==> src/rtl/psu_guard_pkg.sv <==
package psu_guard_pkg;

   // Index of each comparator flag inside the packed flag vector
   typedef enum int unsigned {
      FLG_OV33  = 0,
      FLG_OV5   = 1,
      FLG_OV12  = 2,
      FLG_UV33  = 3,
      FLG_UV5   = 4,
      FLG_PGLO  = 5,
      FLG_PGHI  = 6
   } flag_idx_e;

   localparam int unsigned NUM_FLAGS = 7;
   localparam int unsigned NUM_OV    = 3;
   localparam int unsigned NUM_UV    = 2;

   // Converts a duration in microseconds into clock ticks
   function automatic int unsigned us_to_ticks(input longint unsigned clk_hz,
                                               input longint unsigned usec);
      longint unsigned t;
      t = (clk_hz * usec) / 64'd1_000_000;
      if (t == 0) t = 1;
      return int'(t);
   endfunction

endpackage

==> src/rtl/pgc_filter.sv <==
// Level filter: the output takes a new input level only after that level
// has been present for TICKS consecutive clocks.
module pgc_filter #(
   parameter int unsigned TICKS   = 4,
   parameter logic        RST_VAL = 1'b0
) (
   input  logic clk,
   input  logic rst_n,
   input  logic din,
   output logic dout
);

   if (TICKS < 1) begin : g_bad_ticks
      $error("pgc_filter: TICKS must be at least 1");
   end

   if (TICKS <= 1) begin : g_flop
      always_ff @(posedge clk or negedge rst_n) begin
         if (!rst_n) dout <= RST_VAL;
         else        dout <= din;
      end
   end else begin : g_count
      localparam int unsigned CW = $clog2(TICKS);
      localparam logic [CW-1:0] LAST = CW'(TICKS - 1);
      logic [CW-1:0] cnt_q;

      always_ff @(posedge clk or negedge rst_n) begin
         if (!rst_n) begin
            cnt_q <= '0;
            dout  <= RST_VAL;
         end else if (din == dout) begin
            cnt_q <= '0;
         end else if (cnt_q == LAST) begin
            cnt_q <= '0;
            dout  <= din;
         end else begin
            cnt_q <= cnt_q + 1'b1;
         end
      end
   end

endmodule

==> src/rtl/pgc_delay.sv <==
// Qualified delay: done rises TICKS clocks after en becomes 1, and clears
// (together with the count) on the clock after en drops.
module pgc_delay #(
   parameter int unsigned TICKS = 8
) (
   input  logic clk,
   input  logic rst_n,
   input  logic en,
   output logic done
);

   if (TICKS < 1) begin : g_bad_ticks
      $error("pgc_delay: TICKS must be at least 1");
   end

   localparam int unsigned CW = (TICKS > 1) ? $clog2(TICKS) : 1;
   localparam logic [CW-1:0] LAST = CW'(TICKS - 1);

   logic [CW-1:0] cnt_q;

   always_ff @(posedge clk or negedge rst_n) begin
      if (!rst_n) begin
         cnt_q <= '0;
         done  <= 1'b0;
      end else if (!en) begin
         cnt_q <= '0;
         done  <= 1'b0;
      end else if (!done) begin
         if (cnt_q == LAST) done  <= 1'b1;
         else               cnt_q <= cnt_q + 1'b1;
      end
   end

endmodule

==> src/rtl/psu_guard_core.sv <==
module psu_guard_core
   import psu_guard_pkg::*;
#(
   parameter longint unsigned CLK_HZ    = 64'd50_000_000,
   parameter int unsigned     DG_TICKS  = us_to_ticks(CLK_HZ, 64'd73),
   parameter int unsigned     DB_TICKS  = us_to_ticks(CLK_HZ, 64'd38_000),
   parameter int unsigned     UV_TICKS  = us_to_ticks(CLK_HZ, 64'd75_000),
   parameter int unsigned     REL_TICKS = us_to_ticks(CLK_HZ, 64'd2_400),
   parameter int unsigned     PG_TICKS  = us_to_ticks(CLK_HZ, 64'd300_000)
) (
   input  logic clk,
   input  logic rst_n,
   input  logic ov_rail3v3,
   input  logic ov_rail5v,
   input  logic ov_rail12v,
   input  logic uv_rail3v3,
   input  logic uv_rail5v,
   input  logic pgi_above_lo,
   input  logic pgi_above_hi,
   input  logic remote_off_n,
   output logic latch_out,
   output logic pwr_ok
);

   if (DG_TICKS < 1 || DB_TICKS < 1 || UV_TICKS < 1 ||
       REL_TICKS < 1 || PG_TICKS < 1) begin : g_bad_cfg
      $error("psu_guard_core: every tick count must be at least 1");
   end

   // ---------------------------------------------------------------
   // Comparator flag deglitch
   // ---------------------------------------------------------------
   logic [NUM_FLAGS-1:0] raw_flags;
   logic [NUM_FLAGS-1:0] flt_flags;

   always_comb begin
      raw_flags           = '0;
      raw_flags[FLG_OV33] = ov_rail3v3;
      raw_flags[FLG_OV5]  = ov_rail5v;
      raw_flags[FLG_OV12] = ov_rail12v;
      raw_flags[FLG_UV33] = uv_rail3v3;
      raw_flags[FLG_UV5]  = uv_rail5v;
      raw_flags[FLG_PGLO] = pgi_above_lo;
      raw_flags[FLG_PGHI] = pgi_above_hi;
   end

   for (genvar gi = 0; gi < NUM_FLAGS; gi++) begin : g_deglitch
      pgc_filter #(
         .TICKS   (DG_TICKS),
         .RST_VAL (1'b0)
      ) u_flt (
         .clk   (clk),
         .rst_n (rst_n),
         .din   (raw_flags[gi]),
         .dout  (flt_flags[gi])
      );
   end

   logic ov_any;
   logic uv_any;
   logic pgi_lo_f;
   logic pgi_hi_f;

   assign ov_any   = |flt_flags[FLG_OV12:FLG_OV33];
   assign uv_any   = |flt_flags[FLG_UV5:FLG_UV33];
   assign pgi_lo_f = flt_flags[FLG_PGLO];
   assign pgi_hi_f = flt_flags[FLG_PGHI];

   // ---------------------------------------------------------------
   // Remote request debounce (resets to "off")
   // ---------------------------------------------------------------
   logic rem_db;

   pgc_filter #(
      .TICKS   (DB_TICKS),
      .RST_VAL (1'b1)
   ) u_remote_db (
      .clk   (clk),
      .rst_n (rst_n),
      .din   (remote_off_n),
      .dout  (rem_db)
   );

   // ---------------------------------------------------------------
   // Timers: under-voltage arming, shutdown release, power-good
   // ---------------------------------------------------------------
   logic uv_armed;
   logic off_q;
   logic pg_done;
   logic pg_cond;
   logic fault_q;

   pgc_delay #(.TICKS(UV_TICKS)) u_uv_arm (
      .clk   (clk),
      .rst_n (rst_n),
      .en    (!rem_db),
      .done  (uv_armed)
   );

   pgc_delay #(.TICKS(REL_TICKS)) u_release (
      .clk   (clk),
      .rst_n (rst_n),
      .en    (rem_db),
      .done  (off_q)
   );

   assign pg_cond = pgi_hi_f && !ov_any && !uv_any && !rem_db && !fault_q;

   pgc_delay #(.TICKS(PG_TICKS)) u_pg_delay (
      .clk   (clk),
      .rst_n (rst_n),
      .en    (pg_cond),
      .done  (pg_done)
   );

   // ---------------------------------------------------------------
   // Fault store: set has priority, clear comes from the release timer
   // ---------------------------------------------------------------
   logic uv_fault;
   logic set_fault;

   assign uv_fault  = uv_any && uv_armed && pgi_lo_f;
   assign set_fault = !rem_db && (ov_any || uv_fault);

   always_ff @(posedge clk or negedge rst_n) begin
      if (!rst_n)         fault_q <= 1'b0;
      else if (set_fault) fault_q <= 1'b1;
      else if (off_q)     fault_q <= 1'b0;
   end

   assign latch_out = fault_q || off_q;
   assign pwr_ok    = pg_done && !fault_q;

endmodule

==> config.mk <==
export PLATFORM = sky130hd
export DESIGN_NAME = psu_guard_core
export DESIGN_NICKNAME = d
export VERILOG_FILES = /design/src/rtl/psu_guard_pkg.sv /design/src/rtl/pgc_filter.sv /design/src/rtl/pgc_delay.sv /design/src/rtl/psu_guard_core.sv
export SDC_FILE = /design/constraint.sdc
export NUM_CORES = 1
export LEC_CHECK = 0
export ABC_AREA = 1
export BUFFER_PORTS_ARGS = -buffer_cell sky130_fd_sc_hd__buf_2
export CORE_MARGIN = 2
export CORE_UTILIZATION = 30
export CTS_CLUSTER_DIAMETER = 50
export DETAILED_ROUTE_END_ITERATION = 12
export SLEW_MARGIN = 15
export SYNTH_ARGS = -nofsm -noshare
export SYNTH_HDL_FRONTEND = slang
export SYNTH_SLANG_ARGS = --single-unit
==> constraint.sdc <==
create_clock -name clk -period 1.5 [get_ports clk]
set_input_delay 0.075 -clock clk [delete_from_list [all_inputs] [get_ports clk]]
set_output_delay 0.075 -clock clk [all_outputs]
set_load 0.02 [all_outputs]
### Word level (Yosys, flattened, before mapping)

Cells that the tools add are included.

* flip-flop bits (word level): 180
* input bits: 10
* output and inout bits: 2

* $add $sub $neg: 11
* equal/unequal tests: 25
* muxes and demuxes: 36
* bitwise gates (word level): 8
* reductions and logical operators: 28

Operator list (count)
* 12-bit two-way mux: 14
* 12-bit by 1-bit adder with 12-bit output (second input constant): 7
* 12-bit == test (second input constant): 7
* 24-bit two-way mux: 3
* 22-bit two-way mux: 3
* 17-bit two-way mux: 3
* 21-bit two-way mux: 2
* 24-bit by 1-bit adder with 24-bit output (second input constant): 1
* 24-bit == test (second input constant): 1
* 22-bit by 1-bit adder with 22-bit output (second input constant): 1
* 22-bit == test (second input constant): 1
* 2-bit AND reduction: 11
* 21-bit by 1-bit adder with 21-bit output (second input constant): 1
* 21-bit == test (second input constant): 1
* 17-bit by 1-bit adder with 17-bit output (second input constant): 1
* 17-bit == test (second input constant): 1
* 2-bit inequality test (second input constant): 6
* 1-bit two-way mux: 11
* 1-bit == test: 8
* 1-bit logical AND: 8
* 1-bit NOT: 8
* 1-bit zero test: 4
* 3-bit OR reduction: 1
* 1-bit logical OR: 2
* other kinds (2): 2

### Depth between registers and ports, before layout

Gate-level depths: netlist of the first run.

* word-level depth: 8
* mapped depth: 12

### By module

Synthesis of the first run repeated with hierarchy kept, for this count alone.

* cell total of the unflattened synthesis: 1499
* area, all modules: 11055.6 µm²

Modules (own cells, without submodules)
* pgc_filter at g_deglitch[0].u_flt ...: instances 7, cells each 93, area an instance 739.5 µm²
* pgc_delay at u_pg_delay: instances 1, cells each 268, area an instance 1742.9 µm²
* pgc_delay at u_uv_arm: instances 1, cells each 228, area an instance 1537.7 µm²
* pgc_filter at u_remote_db: instances 1, cells each 162, area an instance 1265.0 µm²
* pgc_delay at u_release: instances 1, cells each 165, area an instance 1199.9 µm²
* psu_guard_core: instances 1, cells each 25, area an instance 133.9 µm²

### Worst setup path after synthesis of the first run

OpenSTA, ideal clock, no wires.

* path kind: flip-flop to flip-flop
* start point: register u_uv_arm.cnt_q[0]
* end point: register u_uv_arm.cnt_q[12]
* library setup time: 117 ps
* arrival: 1483 ps
* required time: 1383 ps
* setup slack: -99 ps
* cell stages (with the launch flop): 12
* cells stage by stage: dfrtp_1 ha_1 nand2_2 nor2_4 inv_2 nor2_2 nand3_2 nand2_2 nand2_2 buf_6 nand2_1 nand2_1

* longest elaborated chain between the ends: 4
* elaborated cells on any way between the ends: 7

Ends and longest elaborated chain
* start: declaration: RTL line pgc_delay.sv:19 `logic [CW-1:0] cnt_q;`
* start signal: assignment: RTL line pgc_delay.sv:30 `else cnt_q <= cnt_q + 1'b1;`
* 22-bit by 1-bit adder with 22-bit output: RTL line pgc_delay.sv:30
* 22-bit two-way mux: RTL line pgc_delay.sv:29 `if (cnt_q == LAST) done <= 1'b1;`
* 22-bit two-way mux: RTL line pgc_delay.sv:28 `end else if (!done) begin`
* 22-bit two-way mux: RTL line pgc_delay.sv:25 `end else if (!en) begin`

Parallel ways exist; a longest one is shown, timed or not. The select of a mux whose other input is x is not followed.
A chain may end at the register's enable or synchronous reset.

### Final worst setup path of the first run

* start point: register u_release.cnt_q[0]
* end point: register u_release.cnt_q[11]

* longest elaborated chain between the ends: 4
* elaborated cells on any way between the ends: 7

Ends and longest elaborated chain (RTL line)
* start: declaration: pgc_delay.sv:19
* start signal: assignment: pgc_delay.sv:30
* 17-bit by 1-bit adder with 17-bit output: pgc_delay.sv:30
* 17-bit two-way mux: pgc_delay.sv:29
* 17-bit two-way mux: pgc_delay.sv:28
* 17-bit two-way mux: pgc_delay.sv:25

Parallel ways exist; a longest one is shown, timed or not. The select of a mux whose other input is x is not followed.

==> metrics.txt, run 1 <==
run status=finished, violations left; violated checks=negative setup slack; most used cell, CP=nand2_4; final std cells w/o fill=1970; Area contributors post-synth=dfrtp_1 45%, nand2_1 12%, nor2_1 9.8%, inv_1 6.2%, nand3_1 4.9%; critical path class=flop to flop; register area share after synthesis=45.7%; Die Height=185 um; cell with the largest stage delay on the worst path=dfrtp_1; cell types with the highest counts after synthesis=325 x nand2_1, 258 x nor2_1, 179 x dfrtp_1, 164 x inv_1, 96 x nand3_1; router iterations before antenna repair=5; Worst VDD drop=0.629 mV; max-capacitance violation count=0; Yosys reg bits=between 150 and 200; post-synth top area share=45.4%; Iter 0 DRT Violations=roughly 360; via count of the first global-routing pass=8658; number of vias per cell after detailed routing=~4.5; antenna violations before repair=0; DIE WIDTH=185 um; final WL=about 23000 um; asr flop ratio synth=100%; internal power=7.41 mW; TritonCTS clock tree=yes; gp weighted congestion=0.849; average instance area after synthesis=between 7 and 8 um2; combinational share of power=4.3%; Core Footprint=about 32000 um2; DRC violation count after routing=0; area occupied by multi-input gates=5420 um2; Clock Latency Late Sink=0.43 ns; longest individual stage delay on the worst path=between 0.3 and 0.4 ns; number of warnings printed during yosys synthesis=0; required arrival time at the worst endpoint=roughly 1.8 ns; clock network power share=45.0%; Leakage=6.10 nW; Vias=8888; number of nets in the layout=1543; Post-Synthesis Cells=1319; most frequent cell after synthesis=nand2_1; Setup Skew=between 0.01 and 0.015 ns; post-synthesis cell type with the largest combined area=dfrtp_1; post-CTS clock slew at the launch and capture registers of the worst setup and hold paths=0.08 ns; Min-Delay Path Class=input port to async pin; Sw Share=roughly a quarter; critical path cell sequence=ha_2 -> nand2_2 -> inv_2 -> nand2_4 -> nor2_4 -> nand3_2 -> nand2_4 -> nand2_8 -> buf_4 -> nand2_4 -> o21ai_2; first-pass GRT wire length=around 38000 um; data arrival time of the worst path=1.92 ns; main flop type after synthesis=dfrtp_1; total setup violations reported at the end of the flow=38; Placed Instances=1888; part of the cycle the worst path needs=107%; transition time of the tightest slew-check pin=0.531 ns; cell at the root of the clock tree=clkbuf_16; Port Buffer Count=11; Seq. cell area=around 4500 um2; total number of H-tree levels=4; final number of hold-violating endpoints=0; largest net degree at the start of global routing=57; initial standard-cell utilization of the core=30.4%; cts bufs inserted=17; share of final-layout standard cells stronger than drive strength 1=27.6%; full die area=34300 um2; summed instance area of the synthesized netlist=9860 um2; post-DR wirelength/cell=roughly 12 um; number of pins with negative max-slew slack in the final report=0; time the worst path needs with I/O delays and setup=1.60 ns; final global-route overflow total=0; worst slack, placed=-0.218 ns; Synthesized Nets=1347; worst path setup slack after routing=-0.104 ns; I/O pin total=12; nature of the critical path endpoint=flop; total track usage=13.5%; Critical Path Start Type=flop; Total Neg Setup Slack=-1.88 ns; Switching Power=between 2 and 2.5 mW; Netlist cell types=39; Pwr per Cell Area=about 730 nW/um2; number of antenna repair diodes=0; fill count=approximately 3200; unrepaired setup endpoints after global routing=yes; Area Growth Syn to Fin=35.6%; antenna-violating nets left=0; cell row count=66; maximum fanout encountered on the critical timing path=7; number of clock sinks=180; Overall Power=9.77 mW; slew margin rel.=around 65%; maximum clock path buffer count=2; number of flops mapped to enable cells by yosys=0; sequential group share of total power=approximately half; R2R cell count=11; f_max=623 MHz; placed wire-length estimate=roughly 16000 um
[layer usage]
metal	GRT usage (%)	part of all wire (%)	wire length, um	vias up
li1	-	-	-	4546
met2	23.5	50	11400	86
met3	2.52	2.6	585	21
met4	3.49	0.98	223	0
met5	0	0	0	-
met1	17.2	47	10700	4235
[power by group through the flow]
| stage | clock network (mW) | logic [mW] | registers, mW |
|---|---|---|---|
| 6_report | 4.39 | 0.424 | 4.95 |
| 5_1_grt | 4.73 | 0.488 | 4.96 |
| 4_1_cts | 4.51 | 0.404 | 4.94 |
| 3_5_place_dp | 0 | 0.375 | 5.04 |
| 3_3_place_gp | 0 | 0.367 | 5.04 |
| 2_1_floorplan | 0 | 0.141 | 5.03 |
[worst paths after layout]
check | start | slack [ns] | end
worst max-delay path | u_release.cnt_q[0] | -0.10 | u_release.cnt_q[11]
worst min-delay path | rst_n | 0.19 | g_deglitch[0].u_flt.g_count.cnt_q[8]
worst max register to register | u_release.cnt_q[0] | -0.10 | u_release.cnt_q[11]
worst min register to register | u_release.done | 0.45 | fault_q
max in group asynchronous | rst_n | 0.75 | g_deglitch[5].u_flt.g_count.cnt_q[2]
min in group clk | u_release.done | 0.45 | fault_q
[sequential cells by signal, indices dropped and copies added, names as in the netlist, 7 cells and up]
signal / count
g_deglitch.u_flt.dout: 7
g_deglitch.u_flt.g_count.cnt_q: 84
u_pg_delay.cnt_q: 24
u_release.cnt_q: 17
u_remote_db.g_count.cnt_q: 21
u_uv_arm.cnt_q: 22
[stage by stage]
stage / area, um2 / hold WS, ns / util, %
after floorplan: 9890 / -0.221 / -
after global placement: 11500 / 0.0926 / 35.3
after detailed placement: 11500 / 0.0977 / 35.3
after CTS: 12500 / 0.200 / 38.4
after global routing: 13400 / 0.228 / 41.2
final: 13400 / 0.195 / 41.2
[critical path, delay by kind of cell, from the launching register on]
family | cells | cell delay [ns]
AO/OA/AOI/OAI | 1 | 0.04
adder cells (fa/ha/maj) | 1 | 0.19
buffers and inverters | 2 | 0.25
flip-flops | 1 | 0.36
AND/OR/NAND/NOR | 7 | 0.65
[logic make-up (layout without fill, tap and decap cells)]
kind of cell	after synthesis	count (layout)	synth area share (%)
simple gates	786	786	34.1
flops	180	180	45.7
xor+xnor	68	68	6.04
compound gates	79	79	4.29
buf+inv	188	397	7.57
fa+ha+maj	18	18	2.28
[final cells by class]
| class | instances | area share [%] |
|---|---|---|
| Multi-Input combinational cell | 951 | 40.5 |
| Clock buffer | 17 | 3.18 |
| Sequential cell | 180 | 33.7 |
| Clock inverter | 15 | 1.05 |
| Timing Repair inverter | 3 | 0.328 |
| Tap cell | 442 | 4.14 |
| Timing Repair Buffer | 189 | 11.9 |
| Inverter | 173 | 5.19 |
[repair_timing]
| item | CTS | global route |
|---|---|---|
| endpoints found under the setup margin | 81 | 114 |
| setup buffers | 13 | 26 |
| pin swaps | 28 | 77 |
| resized for setup | 80 | 200 |
| hold buffers | 9 | 0 |
| gates cloned | 2 | 2 |
| hold endpoints to repair | 59 | 0 |
[cells in the final DEF (no fill, tap or decap), types with 11 or more instances in the layout]
cell	netlist	final
nand3_2	1	26
buf_6	3	20
o21ai_2	0	14
o21ai_0	43	21
nor2_1	258	218
dfrtp_1	179	177
nand4_1	29	29
nor2_2	7	27
clkbuf_16	0	17
nor3_2	4	11
nor2_4	3	23
nand2_4	1	16
a21oi_1	22	16
buf_4	3	141
nor3_1	27	17
xnor2_1	19	18
xor2_1	49	49
nand2_2	6	42
nand2_1	325	272
inv_1	164	159
nand3_1	96	67
nor3b_1	16	14
Power figures use the tool's default switching activity.
==> inputs of run 2 (changes only) <==
ABC_AREA = default   (was 1)
==> metrics.txt, run 2 <==
Sw Share=25.4% (was 24.2%); data arrival time of the worst path=2.35 ns (was 1.92 ns); worst slack, placed=-0.335 ns (was -0.218 ns); Iter 0 DRT Violations=404 (was 355); DIE WIDTH=176 um (was 185 um); f_max=499 MHz (was 623 MHz); longest individual stage delay on the worst path=0.53 ns (was 0.36 ns); post-DR wirelength/cell=13.3 um (was 11.6 um); total setup violations reported at the end of the flow=63 (was 38); internal power=7.92 mW (was 7.41 mW); number of vias per cell after detailed routing=4.68 (was 4.51); Area contributors post-synth=dfrtp_1 51%, xor2_1 9.4%, nor2_1 7.2%, xnor2_1 4.8%, nand3_1 4.3% (was dfrtp_1 45%, nand2_1 12%, nor2_1 9.8%, inv_1 6.2%, nand3_1 4.9%); number of pins with negative max-slew slack in the final report=0 (unchanged); largest net degree at the start of global routing=44 (was 57); Leakage=5.45 nW (was 6.10 nW); total track usage=12.5% (was 13.5%); number of flip-flops in the largest register=84 (unchanged); R2R cell count=5 (was 11); antenna-violating nets left=0 (unchanged); number of warnings printed during yosys synthesis=0 (unchanged); worst path setup slack after routing=-0.504 ns (was -0.104 ns); Netlist cell types=49 (was 39); I/O pin total=12 (unchanged); share of final-layout standard cells stronger than drive strength 1=34.2% (was 27.6%); violated checks=negative setup slack (unchanged); Min-Delay Path Class=input port to async pin (unchanged); Total Neg Setup Slack=-6.19 ns (was -1.88 ns); Port Buffer Count=11 (unchanged); full die area=30900 um2 (was 34300 um2); part of the cycle the worst path needs=134% (was 107%); register area share after synthesis=50.9% (was 45.7%); via count of the first global-routing pass=6785 (was 8658); Overall Power=10.6 mW (was 9.77 mW); Synthesized Nets=917 (was 1347); DRC violation count after routing=0 (unchanged); Worst VDD drop=0.773 mV (was 0.629 mV); Clock Latency Late Sink=0.43 ns (about the same); initial standard-cell utilization of the core=30.7% (was 30.4%); sequential group share of total power=48.2% (was 50.7%); critical path cell sequence=or4_1 -> or4_4 -> nor4_4 -> o21ai_1 -> a21oi_2 (was ha_2 -> nand2_2 -> inv_2 -> nand2_4 -> nor2_4 -> nand3_2 -> nand2_4 -> nand2_8 -> buf_4 -> nand2_4 -> o21ai_2); commonest non-fill, non-tap cell in the layout=dfrtp_1 (was nand2_1); number of flops mapped to enable cells by yosys=0 (unchanged); placed wire-length estimate=12300 um (was 15600 um); most frequent cell after synthesis=dfrtp_1 (was nand2_1); post-CTS clock slew at the launch and capture registers of the worst setup and hold paths=0.07 ns (was 0.08 ns); nature of the critical path endpoint=flop (unchanged); Pwr per Cell Area=852 nW/um2 (was 731 nW/um2); TritonCTS clock tree=yes (unchanged); Area Growth Syn to Fin=40.7% (was 35.6%); Top Registers=g_deglitch.u_flt.g_count.cnt_q: 84 flops, u_pg_delay.cnt_q: 24 flops, u_uv_arm.cnt_q: 22 flops (unchanged); time the worst path needs with I/O delays and setup=2.00 ns (was 1.60 ns); Switching Power=2.69 mW (was 2.36 mW); GR Util met3=2.64% (was 2.52%); cell types with the highest counts after synthesis=179 x dfrtp_1, 169 x nor2_1, 95 x xor2_1, 76 x nand3_1, 63 x nand2_1 (was 325 x nand2_1, 258 x nor2_1, 179 x dfrtp_1, 164 x inv_1, 96 x nand3_1); gp weighted congestion=0.825 (was 0.849); reg2reg start=u_pg_delay.cnt_q[17] (was u_release.cnt_q[0]); number of nets in the layout=1113 (was 1543); average instance area after synthesis=9.96 um2 (was 7.48 um2); met2 Track Usage GR=20.1% (was 23.5%); summed instance area of the synthesized netlist=8850 um2 (was 9860 um2); Yosys reg bits=180 (unchanged); cell with the largest stage delay on the worst path=or4_1 (was dfrtp_1); met1 usage=17.3% (was 17.2%); post-synthesis cell type with the largest combined area=dfrtp_1 (unchanged); final number of hold-violating endpoints=0 (unchanged); asr flop ratio synth=100% (unchanged); maximum clock path buffer count=2 (unchanged); total number of H-tree levels=4 (unchanged); number of clock sinks=180 (unchanged); final std cells w/o fill=1482 (was 1970); Setup Skew=0.0129 ns (was 0.0145 ns); Vias=6943 (was 8888); Critical Path Start Type=flop (unchanged); critical path class=flop to flop (unchanged); cell row count=62 (was 66); slew margin rel.=72.4% (was 64.6%); Post-Synthesis Cells=889 (was 1319); transition time of the tightest slew-check pin=0.414 ns (was 0.531 ns); cts bufs inserted=17 (unchanged); number of antenna repair diodes=0 (unchanged); max-capacitance violation count=0 (unchanged); largest register by flop count=g_deglitch.u_flt.g_count.cnt_q (unchanged); reg-to-reg slack, setup=-0.50 ns (was -0.10 ns); main flop type after synthesis=dfrtp_1 (unchanged); Core Footprint=28900 um2 (was 32500 um2); final WL=19700 um (was 22800 um); combinational share of power=9.3% (was 4.3%); Most Used Layer, Global Route=met2 (unchanged); maximum fanout encountered on the critical timing path=2 (was 7); final global-route overflow total=0 (unchanged); unrepaired setup endpoints after global routing=yes (unchanged); Placed Instances=1405 (was 1888); Die Height=176 um (was 185 um); first-pass GRT wire length=32100 um (was 38500 um); router iterations before antenna repair=4 (was 5); run status=finished, violations left (unchanged); Hold Slack=0.153 ns (was 0.195 ns); reg2reg end=u_pg_delay.cnt_q[17] (was u_release.cnt_q[11]); cell at the root of the clock tree=clkbuf_16 (unchanged); antenna violations before repair=0 (unchanged); required arrival time at the worst endpoint=1.85 ns (was 1.82 ns); post-synth top area share=50.6% (was 45.4%); clock network power share=42.5% (was 45.0%); top library cells by usage in the layout, fill and taps aside=172 x dfrtp_1, 145 x nor2_1, 139 x buf_4 (was 272 x nand2_1, 218 x nor2_1, 177 x dfrtp_1)
-- run 2: per-stage QoR --
stage / util (%) / cell area, um2
global placement: 36.6 / 10600
finish: 43.1 / 12500
floorplan: - / 8960
global route: 43.1 / 12500
detailed placement: 36.6 / 10600
CTS: 40.5 / 11700
-- run 2: final cells by class --
type	count	area, um2
inverters	21	81.3
well taps	384	480
repair buffers	196	1740
fillers	2716	16400
multi-input cells	669	5050
clock buffers	19	453
flip-flops and latches	180	4520
clock inverters	13	135
-- run 2: metal layers --
| metal | share of wire [%] | wire length [um] |
|---|---|---|
| met1 | 48 | 9380 |
| met2 | 49 | 9670 |
| met3 | 2.0 | 401 |
| met4 | 1.2 | 229 |
| met5 | 0 | 0 |
-- run 2: worst max path at each step --
| stage | start | endpoint | slack [ns] | cells past startpoint |
|---|---|---|---|---|
| 2_1_floorplan | u_pg_delay.cnt_q[19] | u_pg_delay.cnt_q[17] | -0.28 | 5 |
| 3_3_place_gp | u_uv_arm.cnt_q[15] | u_uv_arm.cnt_q[3] | -0.30 | 6 |
| 3_5_place_dp | u_pg_delay.cnt_q[19] | u_pg_delay.cnt_q[17] | -0.33 | 5 |
| 4_1_cts | u_pg_delay.cnt_q[19] | u_pg_delay.cnt_q[17] | -0.41 | 5 |
| 5_1_grt | u_pg_delay.cnt_q[19] | u_pg_delay.cnt_q[17] | -0.56 | 5 |
| 6_report | u_pg_delay.cnt_q[17] | u_pg_delay.cnt_q[17] | -0.50 | 5 |
-- run 2: critical path, delay by kind of cell (launching register included) --
| family | cells | cell delay [ns] |
|---|---|---|
| flip-flops | 1 | 0.41 |
| AND/OR/NAND/NOR | 3 | 1.19 |
| AO/OA/AOI/OAI | 2 | 0.32 |
-- run 2: logic make-up (layout without fill, tap and decap cells) --
logic type	Yosys count	in the layout	synth area share, %
mux	10	10	1.26
fa+ha+maj	18	18	2.54
flops	180	180	50.9
compound gates	33	33	2.52
buf+inv	40	249	1.78
xor+xnor	144	144	14.2
simple gates	464	464	26.7
-- run 2: what timing repair did --
item,in CTS,in global routing
buffers inserted,22,20
hold buffers,9,0
cloned,1,2
resized for setup,58,144
endpoints found under the setup margin,68,169
pin swaps,41,96
endpoints found under the hold margin,187,0
-- run 2: power by group through the flow --
stage               clock, mW  sequential (mW)  combinational, mW
floorplan                   0             5.20              0.355
global placement            0             5.18              0.828
detailed placement          0             5.19              0.833
CTS                      4.64             5.10              0.913
global route             4.86             5.13               1.12
finish                   4.51             5.11              0.988
